**src/rtl/sclk_pkg.sv**
```systemverilog
package sclk_pkg;

    typedef enum logic [1:0] {
        ST_RUN   = 2'd0,
        ST_SLEEP = 2'd1,
        ST_STAB  = 2'd2,
        ST_LAT   = 2'd3
    } pwr_state_e;

    typedef enum logic [2:0] {
        M_ACTIVE = 3'd0,
        M_IDLE   = 3'd1,
        M_PSAVE  = 3'd2,
        M_PDOWN  = 3'd3,
        M_STDBY  = 3'd4,
        M_ESTDBY = 3'd5
    } slp_mode_e;

    typedef struct packed {
        logic cpu;
        logic nvm;
        logic per;
        logic osc;
        logic rtc;
    } clk_en_t;

    typedef struct packed {
        logic irq;
        logic pin;
        logic addr;
        logic rtc;
    } wake_src_t;

    localparam clk_en_t EN_ALL = '{cpu: 1'b1, nvm: 1'b1, per: 1'b1, osc: 1'b1, rtc: 1'b1};

    function automatic slp_mode_e norm_mode(input logic [2:0] code);
        if (code > 3'd5) return M_IDLE;
        return slp_mode_e'(code);
    endfunction

    function automatic logic wake_hit(input slp_mode_e m, input wake_src_t s);
        case (m)
            M_IDLE:            return s.irq | s.pin | s.addr | s.rtc;
            M_PSAVE, M_ESTDBY: return s.pin | s.addr | s.rtc;
            M_PDOWN, M_STDBY:  return s.pin | s.addr;
            default:           return 1'b0;
        endcase
    endfunction

    function automatic logic needs_stab(input slp_mode_e m);
        return (m == M_PSAVE) || (m == M_PDOWN);
    endfunction

    function automatic clk_en_t sleep_profile(input slp_mode_e m);
        clk_en_t e;
        e = '0;
        case (m)
            M_IDLE:   begin e.per = 1'b1; e.osc = 1'b1; e.rtc = 1'b1; end
            M_PSAVE:  e.rtc = 1'b1;
            M_STDBY:  e.osc = 1'b1;
            M_ESTDBY: begin e.osc = 1'b1; e.rtc = 1'b1; end
            M_ACTIVE: e = EN_ALL;
            default:  e = '0;
        endcase
        return e;
    endfunction

endpackage

```
**src/rtl/sclk_sync.sv**
```systemverilog
module sclk_sync #(
    parameter int STAGES = 2
) (
    input  logic clk,
    input  logic rst,
    input  logic d,
    output logic q
);
    logic [STAGES-1:0] chain;

    always_ff @(posedge clk) begin
        if (rst) chain <= '0;
        else     chain <= {chain[STAGES-2:0], d};
    end

    assign q = chain[STAGES-1];
endmodule

```
**src/rtl/sclk_seq.sv**
```systemverilog
module sclk_seq
    import sclk_pkg::*;
#(
    parameter int RC_DLY   = 6,
    parameter int CER_DLY  = 1000,
    parameter int XTAL_DLY = 16000,
    parameter int ISR_DLY  = 13
) (
    input  logic       clk,
    input  logic       rst,
    input  logic       sleep_req,
    input  slp_mode_e  req_mode,
    input  wake_src_t  src,
    input  logic       osc_xtal,
    input  logic       xtal_quartz,
    input  logic       osc_ready,
    output pwr_state_e state,
    output slp_mode_e  cur_mode
);
    localparam int MAX_A = (CER_DLY > XTAL_DLY) ? CER_DLY : XTAL_DLY;
    localparam int MAX_B = (RC_DLY > ISR_DLY) ? RC_DLY : ISR_DLY;
    localparam int MAXD  = (MAX_A > MAX_B) ? MAX_A : MAX_B;
    localparam int CW    = $clog2(MAXD + 1);

    logic [CW-1:0] cnt;
    logic [CW-1:0] lim;
    logic [CW-1:0] dly_sel;
    logic          rdy_seen;

    assign dly_sel = osc_xtal ? (xtal_quartz ? CW'(XTAL_DLY) : CW'(CER_DLY)) : CW'(RC_DLY);

    always_ff @(posedge clk) begin
        if (rst) begin
            state    <= ST_RUN;
            cur_mode <= M_IDLE;
            cnt      <= '0;
            lim      <= CW'(RC_DLY);
            rdy_seen <= 1'b0;
        end else begin
            case (state)
                ST_RUN: begin
                    if (sleep_req && req_mode != M_ACTIVE && !wake_hit(req_mode, src)) begin
                        state    <= ST_SLEEP;
                        cur_mode <= req_mode;
                    end
                end
                ST_SLEEP: begin
                    if (wake_hit(cur_mode, src)) begin
                        cnt <= '0;
                        if (needs_stab(cur_mode)) begin
                            state    <= ST_STAB;
                            rdy_seen <= 1'b0;
                            lim      <= dly_sel;
                        end else begin
                            state <= ST_LAT;
                        end
                    end
                end
                ST_STAB: begin
                    if (!rdy_seen) begin
                        if (osc_ready) begin
                            rdy_seen <= 1'b1;
                            cnt      <= '0;
                        end
                    end else if (cnt == lim - 1'b1) begin
                        state <= ST_LAT;
                        cnt   <= '0;
                    end else begin
                        cnt <= cnt + 1'b1;
                    end
                end
                default: begin
                    if (cnt == CW'(ISR_DLY - 1)) begin
                        state <= ST_RUN;
                        cnt   <= '0;
                    end else begin
                        cnt <= cnt + 1'b1;
                    end
                end
            endcase
        end
    end
endmodule

```
**src/rtl/sclk_gate.sv**
```systemverilog
module sclk_gate
    import sclk_pkg::*;
#(
    parameter int NUM_PERIPH = 8
) (
    input  pwr_state_e            state,
    input  slp_mode_e             cur_mode,
    input  logic [NUM_PERIPH-1:0] prr,
    output clk_en_t               en,
    output logic [NUM_PERIPH-1:0] per_en,
    output logic                  isr_ok
);
    always_comb begin
        case (state)
            ST_SLEEP: en = sleep_profile(cur_mode);
            ST_STAB: begin
                en     = sleep_profile(cur_mode);
                en.osc = 1'b1;
            end
            default:  en = EN_ALL;
        endcase
    end

    for (genvar i = 0; i < NUM_PERIPH; i++) begin : g_per
        assign per_en[i] = en.per & ~prr[i];
    end

    assign isr_ok = (state == ST_RUN);
endmodule

```
**src/rtl/sclk_ctrl.sv**
```systemverilog
module sclk_ctrl
    import sclk_pkg::*;
#(
    parameter int NUM_PERIPH = 8,
    parameter int RC_DLY     = 6,
    parameter int CER_DLY    = 1000,
    parameter int XTAL_DLY   = 16000,
    parameter int ISR_DLY    = 13
) (
    input  logic                  clk,
    input  logic                  rst,
    input  logic                  sleep_req,
    input  logic [2:0]            sleep_mode,
    input  logic                  irq_sync,
    input  logic                  irq_pin,
    input  logic                  addr_match,
    input  logic                  rtc_tick,
    input  logic                  osc_xtal,
    input  logic                  xtal_quartz,
    input  logic                  osc_ready,
    input  logic [NUM_PERIPH-1:0] prr,
    output logic                  cpu_clk_en,
    output logic                  nvm_clk_en,
    output logic                  per_clk_en,
    output logic                  sysosc_en,
    output logic                  rtc_clk_en,
    output logic [NUM_PERIPH-1:0] per_gate_en,
    output logic                  isr_ok,
    output logic [1:0]            status
);
    logic       pin_s;
    wake_src_t  src;
    pwr_state_e state;
    slp_mode_e  cur_mode;
    clk_en_t    en;

    sclk_sync #(.STAGES(2)) u_pin_sync (
        .clk (clk),
        .rst (rst),
        .d   (irq_pin),
        .q   (pin_s)
    );

    assign src = '{irq: irq_sync, pin: pin_s, addr: addr_match, rtc: rtc_tick};

    sclk_seq #(
        .RC_DLY   (RC_DLY),
        .CER_DLY  (CER_DLY),
        .XTAL_DLY (XTAL_DLY),
        .ISR_DLY  (ISR_DLY)
    ) u_seq (
        .clk         (clk),
        .rst         (rst),
        .sleep_req   (sleep_req),
        .req_mode    (norm_mode(sleep_mode)),
        .src         (src),
        .osc_xtal    (osc_xtal),
        .xtal_quartz (xtal_quartz),
        .osc_ready   (osc_ready),
        .state       (state),
        .cur_mode    (cur_mode)
    );

    sclk_gate #(.NUM_PERIPH(NUM_PERIPH)) u_gate (
        .state    (state),
        .cur_mode (cur_mode),
        .prr      (prr),
        .en       (en),
        .per_en   (per_gate_en),
        .isr_ok   (isr_ok)
    );

    assign cpu_clk_en = en.cpu;
    assign nvm_clk_en = en.nvm;
    assign per_clk_en = en.per;
    assign sysosc_en  = en.osc;
    assign rtc_clk_en = en.rtc;
    assign status     = state;
endmodule

```
**config.mk**
```make
export PLATFORM = sky130hd
export DESIGN_NAME = sclk_ctrl
export DESIGN_NICKNAME = d
export VERILOG_FILES = /design/src/rtl/sclk_pkg.sv /design/src/rtl/sclk_sync.sv /design/src/rtl/sclk_seq.sv /design/src/rtl/sclk_gate.sv /design/src/rtl/sclk_ctrl.sv
export SDC_FILE = /design/constraint.sdc
export NUM_CORES = 1
export LEC_CHECK = 0
export BUFFER_PORTS_ARGS = -buffer_cell sky130_fd_sc_hd__buf_2
export CAP_MARGIN = 0
export CORE_MARGIN = 2
export CORE_UTILIZATION = 45
export CTS_CLUSTER_SIZE = 16
export DETAILED_ROUTE_END_ITERATION = 12
export HOLD_SLACK_MARGIN = 0.03
export PLACE_DENSITY = 0.68
export SYNTH_ARGS = -nofsm -noshare
export SYNTH_HDL_FRONTEND = slang
export SYNTH_SLANG_ARGS = --single-unit
export TNS_END_PERCENT = 100
```
**constraint.sdc**
```tcl
create_clock -name clk -period 3 [get_ports clk]
set_clock_uncertainty 0.15 [all_clocks]
set_input_delay 0.15 -clock clk [delete_from_list [all_inputs] [get_ports clk]]
set_output_delay 0.15 -clock clk [all_outputs]
set_load 0.03 [all_outputs]
```
== Word level (Yosys, flattened, before mapping) ==
Cells that the tools add are included.

* Bits in registers: 36
* Input port bits: 21
* Output and inout port bits: 16
* Logic and storage cells: 106

* Add/sub/neg operators: 2
* Order comparisons: 1
* Equal/unequal tests: 20
* Mux-type cells: 34
* Bitwise operators: 22
* Reductions and logical operators: 21

{| class="wikitable"
|+ Operator list
! operator !! number
|-
| $mux W14 || 7
|-
| $pmux W14 S3 || 1
|-
| $add A14 B1 Y14 const B || 1
|-
| $eq A14 B14 Y1 || 1
|-
| $eq A14 B4 Y1 const B || 1
|-
| $sub A14 B1 Y14 const B || 1
|-
| $mux W1 || 13
|-
| $eq A3 B2 Y1 const B || 4
|-
| $eq A3 B3 Y1 const B || 4
|-
| $mux W2 || 6
|-
| $pmux W5 S2 || 1
|-
| $reduce_or A2 Y1 || 5
|-
| $not A1 Y1 || 9
|-
| $reduce_and A3 Y1 || 3
|-
| $and A1 B1 Y1 || 8
|-
| $ne A2 B2 Y1 const B || 4
|-
| $reduce_or A4 Y1 || 2
|-
| $eq A3 B1 Y1 const B || 2
|-
| $mux W3 || 2
|-
| $pmux W1 S3 || 2
|-
| $pmux W2 S3 || 1
|-
| $or A1 B1 Y1 || 5
|-
| $reduce_and A5 Y1 || 1
|-
| $reduce_bool A4 Y1 || 1
|-
| 14 further kinds || 15
|}

== Depth between registers and ports, before layout ==
* Word-level depth: 12
* Depth in mapped cells: 9
* Gate-level depth less buffers: 9

== Modules after synthesis ==
From an unflattened synthesis, not the netlist that was laid out.

* Cells, all modules: 246
* Area total of the unflattened synthesis: 1971.9 µm²

{| class="wikitable"
|+ Modules (own cells, without submodules)
! module !! times used !! cells each !! area an instance (µm²) !! seq. area each (µm²)
|-
| sclk_seq || 1 || 216 || 1719.1 || 480.5
|-
| sclk_gate || 1 || 23 || 176.4 || 0.0
|-
| sclk_sync || 1 || 4 || 52.6 || 40.0
|-
| sclk_ctrl || 1 || 3 || 23.8 || 0.0
|}

== Worst setup path before layout ==
No wires, ideal clock.

* Path type: register -> register
* Start point: register u_seq.lim[2]
* End point: register u_seq.state[1]
* Setup time: 0.128 ns
* Arrival: 2.201 ns
* Required time: 2.722 ns
* Slack: 0.521 ns
* Stages on the path, launching flop included: 10
* Buffers on the path: 0
* Clock period less this slack: 2.479 ns
* Path through: dfxtp_1 inv_1 ha_1 nor3b_1 or4_1 a211o_1 o41ai_1 o2111a_2 mux2i_1 nor2_1

* Word-level cells in the longest chain between the ends: 4

{| class="wikitable"
|+ RTL lines
! item !! line !! source
|-
| from (decl) || sclk_seq.sv:26 || <nowiki>logic [CW-1:0] lim;</nowiki>
|-
| from (signal assigned) || sclk_seq.sv:37 || <nowiki>lim <= CW'(RC_DLY);</nowiki>
|-
| from (signal assigned) || sclk_seq.sv:53 || <nowiki>lim <= dly_sel;</nowiki>
|-
| $sub A14 B1 Y14 || sclk_seq.sv:65 || <nowiki>end else if (cnt == lim - 1'b1) begin</nowiki>
|-
| $eq A14 B14 Y1 || sclk_seq.sv:65 ||
|-
| $ne A2 B2 Y1 (no source line) || n/a ||
|-
| $reduce_and A5 Y1 (no source line) || n/a ||
|-
| to (signal assigned) || sclk_seq.sv:55 || <nowiki>state <= ST_LAT;</nowiki>
|-
| to (signal assigned) || sclk_seq.sv:66 || <nowiki>state <= ST_LAT;</nowiki>
|-
| to (signal assigned) || sclk_seq.sv:74 || <nowiki>state <= ST_RUN;</nowiki>
|-
| to (decl) || sclk_seq.sv:17 || <nowiki>output pwr_state_e state,</nowiki>
|}

No other way between the ends.
A chain may end at the register's enable or synchronous reset.

== Worst setup path in the final report ==
* Start point: register u_seq.lim[2]
* End point: register u_seq.cnt[9]

* Word-level cells in the longest chain between the ends: 5

{| class="wikitable"
|+ RTL lines
! item !! line !! source
|-
| $sub A14 B1 Y14 || sclk_seq.sv:65 ||
|-
| $eq A14 B14 Y1 || sclk_seq.sv:65 ||
|-
| $mux W14 || sclk_seq.sv:65 ||
|-
| $mux W14 || sclk_seq.sv:60 || <nowiki>if (!rdy_seen) begin</nowiki>
|-
| $pmux W14 S3 || sclk_seq.sv:40 || <nowiki>case (state)</nowiki>
|-
| to (signal assigned) || sclk_seq.sv:69 || <nowiki>cnt <= cnt + 1'b1;</nowiki>
|-
| to (signal assigned) || sclk_seq.sv:77 || <nowiki>cnt <= cnt + 1'b1;</nowiki>
|-
| to (decl) || sclk_seq.sv:25 || <nowiki>logic [CW-1:0] cnt;</nowiki>
|}

No other way between the ends.

==> impl_metrics.env <==
export IMPL_status="finished clean"
export IMPL_regToRegStartpoint="u_seq.lim[2]"
export IMPL_crit_start="u_seq.lim[2]"
export IMPL_synthXorXnorAreaFrac_pct=6.34
export IMPL_synth_yosys_seq_area_share_pct=29.0
export IMPL_track_usage_pct=19.7
export IMPL_via_per_inst=5.59
export IMPL_setup_ws_ns=0.326
export IMPL_synthSimpleGateAreaFrac_pct=30.7
export IMPL_layout_cells_non_filler=313
export IMPL_rows=22
export IMPL_cts_tree="yes"
export IMPL_reg2regPathDepth=9
export IMPL_syn_inst=234
export IMPL_fin_area_mm2=0.00206
export IMPL_crit_family="simple AND/OR/NAND/NOR gates"
export IMPL_drc_errors=0
export IMPL_overflow=0
export IMPL_rsz0062_at_grt="no"
export IMPL_start_kind="flop"
export IMPL_pre_cts_slack_ns=0.337
export IMPL_synth_compound_area_share_pct=20.0
export IMPL_synthAdderAreaFrac_pct=5.57
export IMPL_p_sw_share_pct=32.3
export IMPL_hold_violations=0
export IMPL_grt_max_degree=17
export IMPL_ys_top_cells_by_area="dfxtp_1 (29%), nor2_1 (6.9%), ha_1 (5.6%), xor2_1 (4.4%), nand2_1 (4.2%)"
export IMPL_use_met2_pct=31.4
export IMPL_port_buffers=36
export IMPL_setup_viol=0
export IMPL_worst_path_max_fanout=10
export IMPL_p_leak_nw=0.830
export IMPL_power_switching_mw=0.262
export IMPL_num_io_pins=37
export IMPL_cts_path_max_buffers=2
export IMPL_cap_viol_max_count=0
export IMPL_first_pass_iters=4
export IMPL_syn_nets=263
export IMPL_die_w_um=67.2
export IMPL_busiest_layer="met2"
export IMPL_dp_cells=307
export IMPL_timing_setup_tns_ns=0
export IMPL_hpwl_um=3080
export IMPL_finalCritPeriodShare_pct=89.1
export IMPL_use_met3_pct=4.00
export IMPL_worstSkewPairLatency_ns=0.27
export IMPL_die_height_um=67.2
export IMPL_antenna_found_initial=0
export IMPL_cts_setup_buffers=0
export IMPL_synth_top_family_by_area="simple AND/OR/NAND/NOR gates"
export IMPL_placed_cell_area_mm2=0.00198
export IMPL_first_iter_violations=141
export IMPL_cp_required_ns=3.00
export IMPL_worstHoldStart="osc_ready"
export IMPL_start_util_pct=48.0
export IMPL_slew_headroom_pct=69.7
export IMPL_routabilityCongestion=0.849
export IMPL_synth_edff_count=0
export IMPL_critPathKind="flop to flop"
export IMPL_fmax_mhz=374
export IMPL_synth_seq_cells=26
export IMPL_power_density_mw_per_mm2=395
export IMPL_synth_largest_area_cell="dfxtp_1"
export IMPL_slowest_delay_ns=0.43
export IMPL_layout_common_cells="buf_2 (36), nor2_1 (33), dfxtp_1 (26), nand2_1 (20), a21oi_1 (14)"
export IMPL_clock_power_share_pct=28.0
export IMPL_syn2layout_area_growth_pct=14.4
export IMPL_arrival_ns=2.68
export IMPL_ys_flop_type="dfxtp_1"
export IMPL_cts_root_buf="clkbuf_8"
export IMPL_netlist_area_mm2=0.00180
export IMPL_cts_buffers=3
export IMPL_synth_cell_types=51
export IMPL_p_comb_share_pct=26.0
export IMPL_synth_top_area_share_pct=29.0
export IMPL_drive_gt1_share_pct=18.5
export IMPL_cts_resized=0
export IMPL_syn_avg_cell_area_um2=7.68
export IMPL_ant_nets=0
export IMPL_grt_first_pass_wirelength_um=6910
export IMPL_drv_slew=0
export IMPL_cts_max_level=1
export IMPL_wirelength_um=3990
export IMPL_wl_per_cell_um=12.7
export IMPL_async_reset_ff_share_pct=0
export IMPL_hold_class="input pin to flop"
export IMPL_critPathBufInv=1
export IMPL_synth_mux_area_share_pct=2.37
export IMPL_hold_path_depth=3
export IMPL_fin_hold_ws_ns=0.0435
export IMPL_crit_cells=9
export IMPL_internal_power_mw=0.550
export IMPL_path_clk_slew_ns=0.09
export IMPL_final_common_cell="buf_2"
export IMPL_worstPathCellList="inv_1 -> ha_1 -> nor3b_1 -> or4_1 -> a211o_1 -> nor4_2 -> a211oi_4 -> a31oi_1 -> o31ai_1"
export IMPL_core_mm2=0.00374
export IMPL_worst_pin_slew_ns=0.453
export IMPL_p_seq_share_pct=46.0
export IMPL_antenna_cells=0
export IMPL_cts_sinks=26
export IMPL_slowest_stage="dfxtp_1"
export IMPL_num_nets_final=295
export IMPL_max_vdd_ir_drop_v=0.000252
export IMPL_met1_usage_pct=27.6
export IMPL_min_period_ns=2.67
export IMPL_critPathCaptureType="flop"
export IMPL_dieArea_mm2=0.00451
export IMPL_grt_pass1_vias=1513
export IMPL_yosysWarnings=0
export IMPL_via_count=1749
-- sequential cells by signal, summed over array words and instances (netlist names) --
name              flops
u_seq.lim             4
u_seq.cur_mode        3
u_pin_sync.chain      2
u_seq.cnt            14
u_seq.state           2
u_seq.rdy_seen        1
-- cell families after synthesis --
family                     after synthesis
AOI/OAI and AO/OA                       50
xor gates and xnor gates                13
adders and majority gates                8
buffers and inverters                   24
DFF                                     26
muxes                                    4
and+or+nand+nor                        109
-- cells in the mapped netlist (3+ instances only) --
cell and instances:
nand4_1 3, nor3_1 7, clkbuf_1 6, nand2_1 20
o211ai_1 3, nor4b_1 3, nor2b_1 7, xor2_1 9
nor2_1 33, nand2b_1 6, ha_1 8, o21ai_0 5
o22ai_1 3, a32oi_1 3, dfxtp_1 26, o31ai_1 4
xnor2_1 4, buf_2 3, inv_1 12, a21oi_1 14
a211oi_1 3, nand3_1 13, nor3b_1 5
-- power groups by stage --
stage,registers [mW],logic [mW],clock network [mW]
after floorplan,0.377,0.156,0
after global placement,0.381,0.209,0
after detailed placement,0.381,0.210,0
after CTS,0.373,0.213,0.236
after global routing,0.376,0.231,0.251
final,0.374,0.211,0.227
-- metrics by stage --
| stage | util (%) | total power, mW |
|---|---|---|
| finish | 54.9 | 0.813 |
| detailed placement | 52.9 | 0.592 |
| global placement | 52.9 | 0.590 |
| CTS | 54.9 | 0.822 |
| global route | 54.9 | 0.859 |
| floorplan | - | 0.533 |
-- tightest hold or removal path, stage by stage --
cell	delay (ns)
buf_2	0.10
a21oi_1	0.05
nor3_1	0.12
-- worst paths after layout --
check	endpoint	slack, ns
setup / recovery	u_seq.cnt[9]	0.33
hold / removal	u_seq.rdy_seen	0.04
setup reg to reg	u_seq.cnt[9]	0.33
hold reg to reg	u_pin_sync.chain[1]	0.29
-- cell type report --
type	instances	area (um^2)
Inverter	12	45.0
Tap cell	48	60.1
Sequential cell	26	520
Timing Repair Buffer	39	208
Fill cell	382	1690
Clock buffer	4	55.1
Multi-Input combinational cell	184	1170
-- per-layer routing --
layer | wire length [um] | share of wire (%)
met5 | 0 | 0
met4 | 21 | 0.53
met3 | 217 | 5.4
met2 | 1740 | 44
met1 | 2010 | 50
-- repair_timing --
action / CTS / global route
endpoints found under the setup margin: 0 / 0
hold buffers: 2 / 0
hold endpoints to repair: 2 / 0
Note: power is estimated with default switching activity, not from simulation.
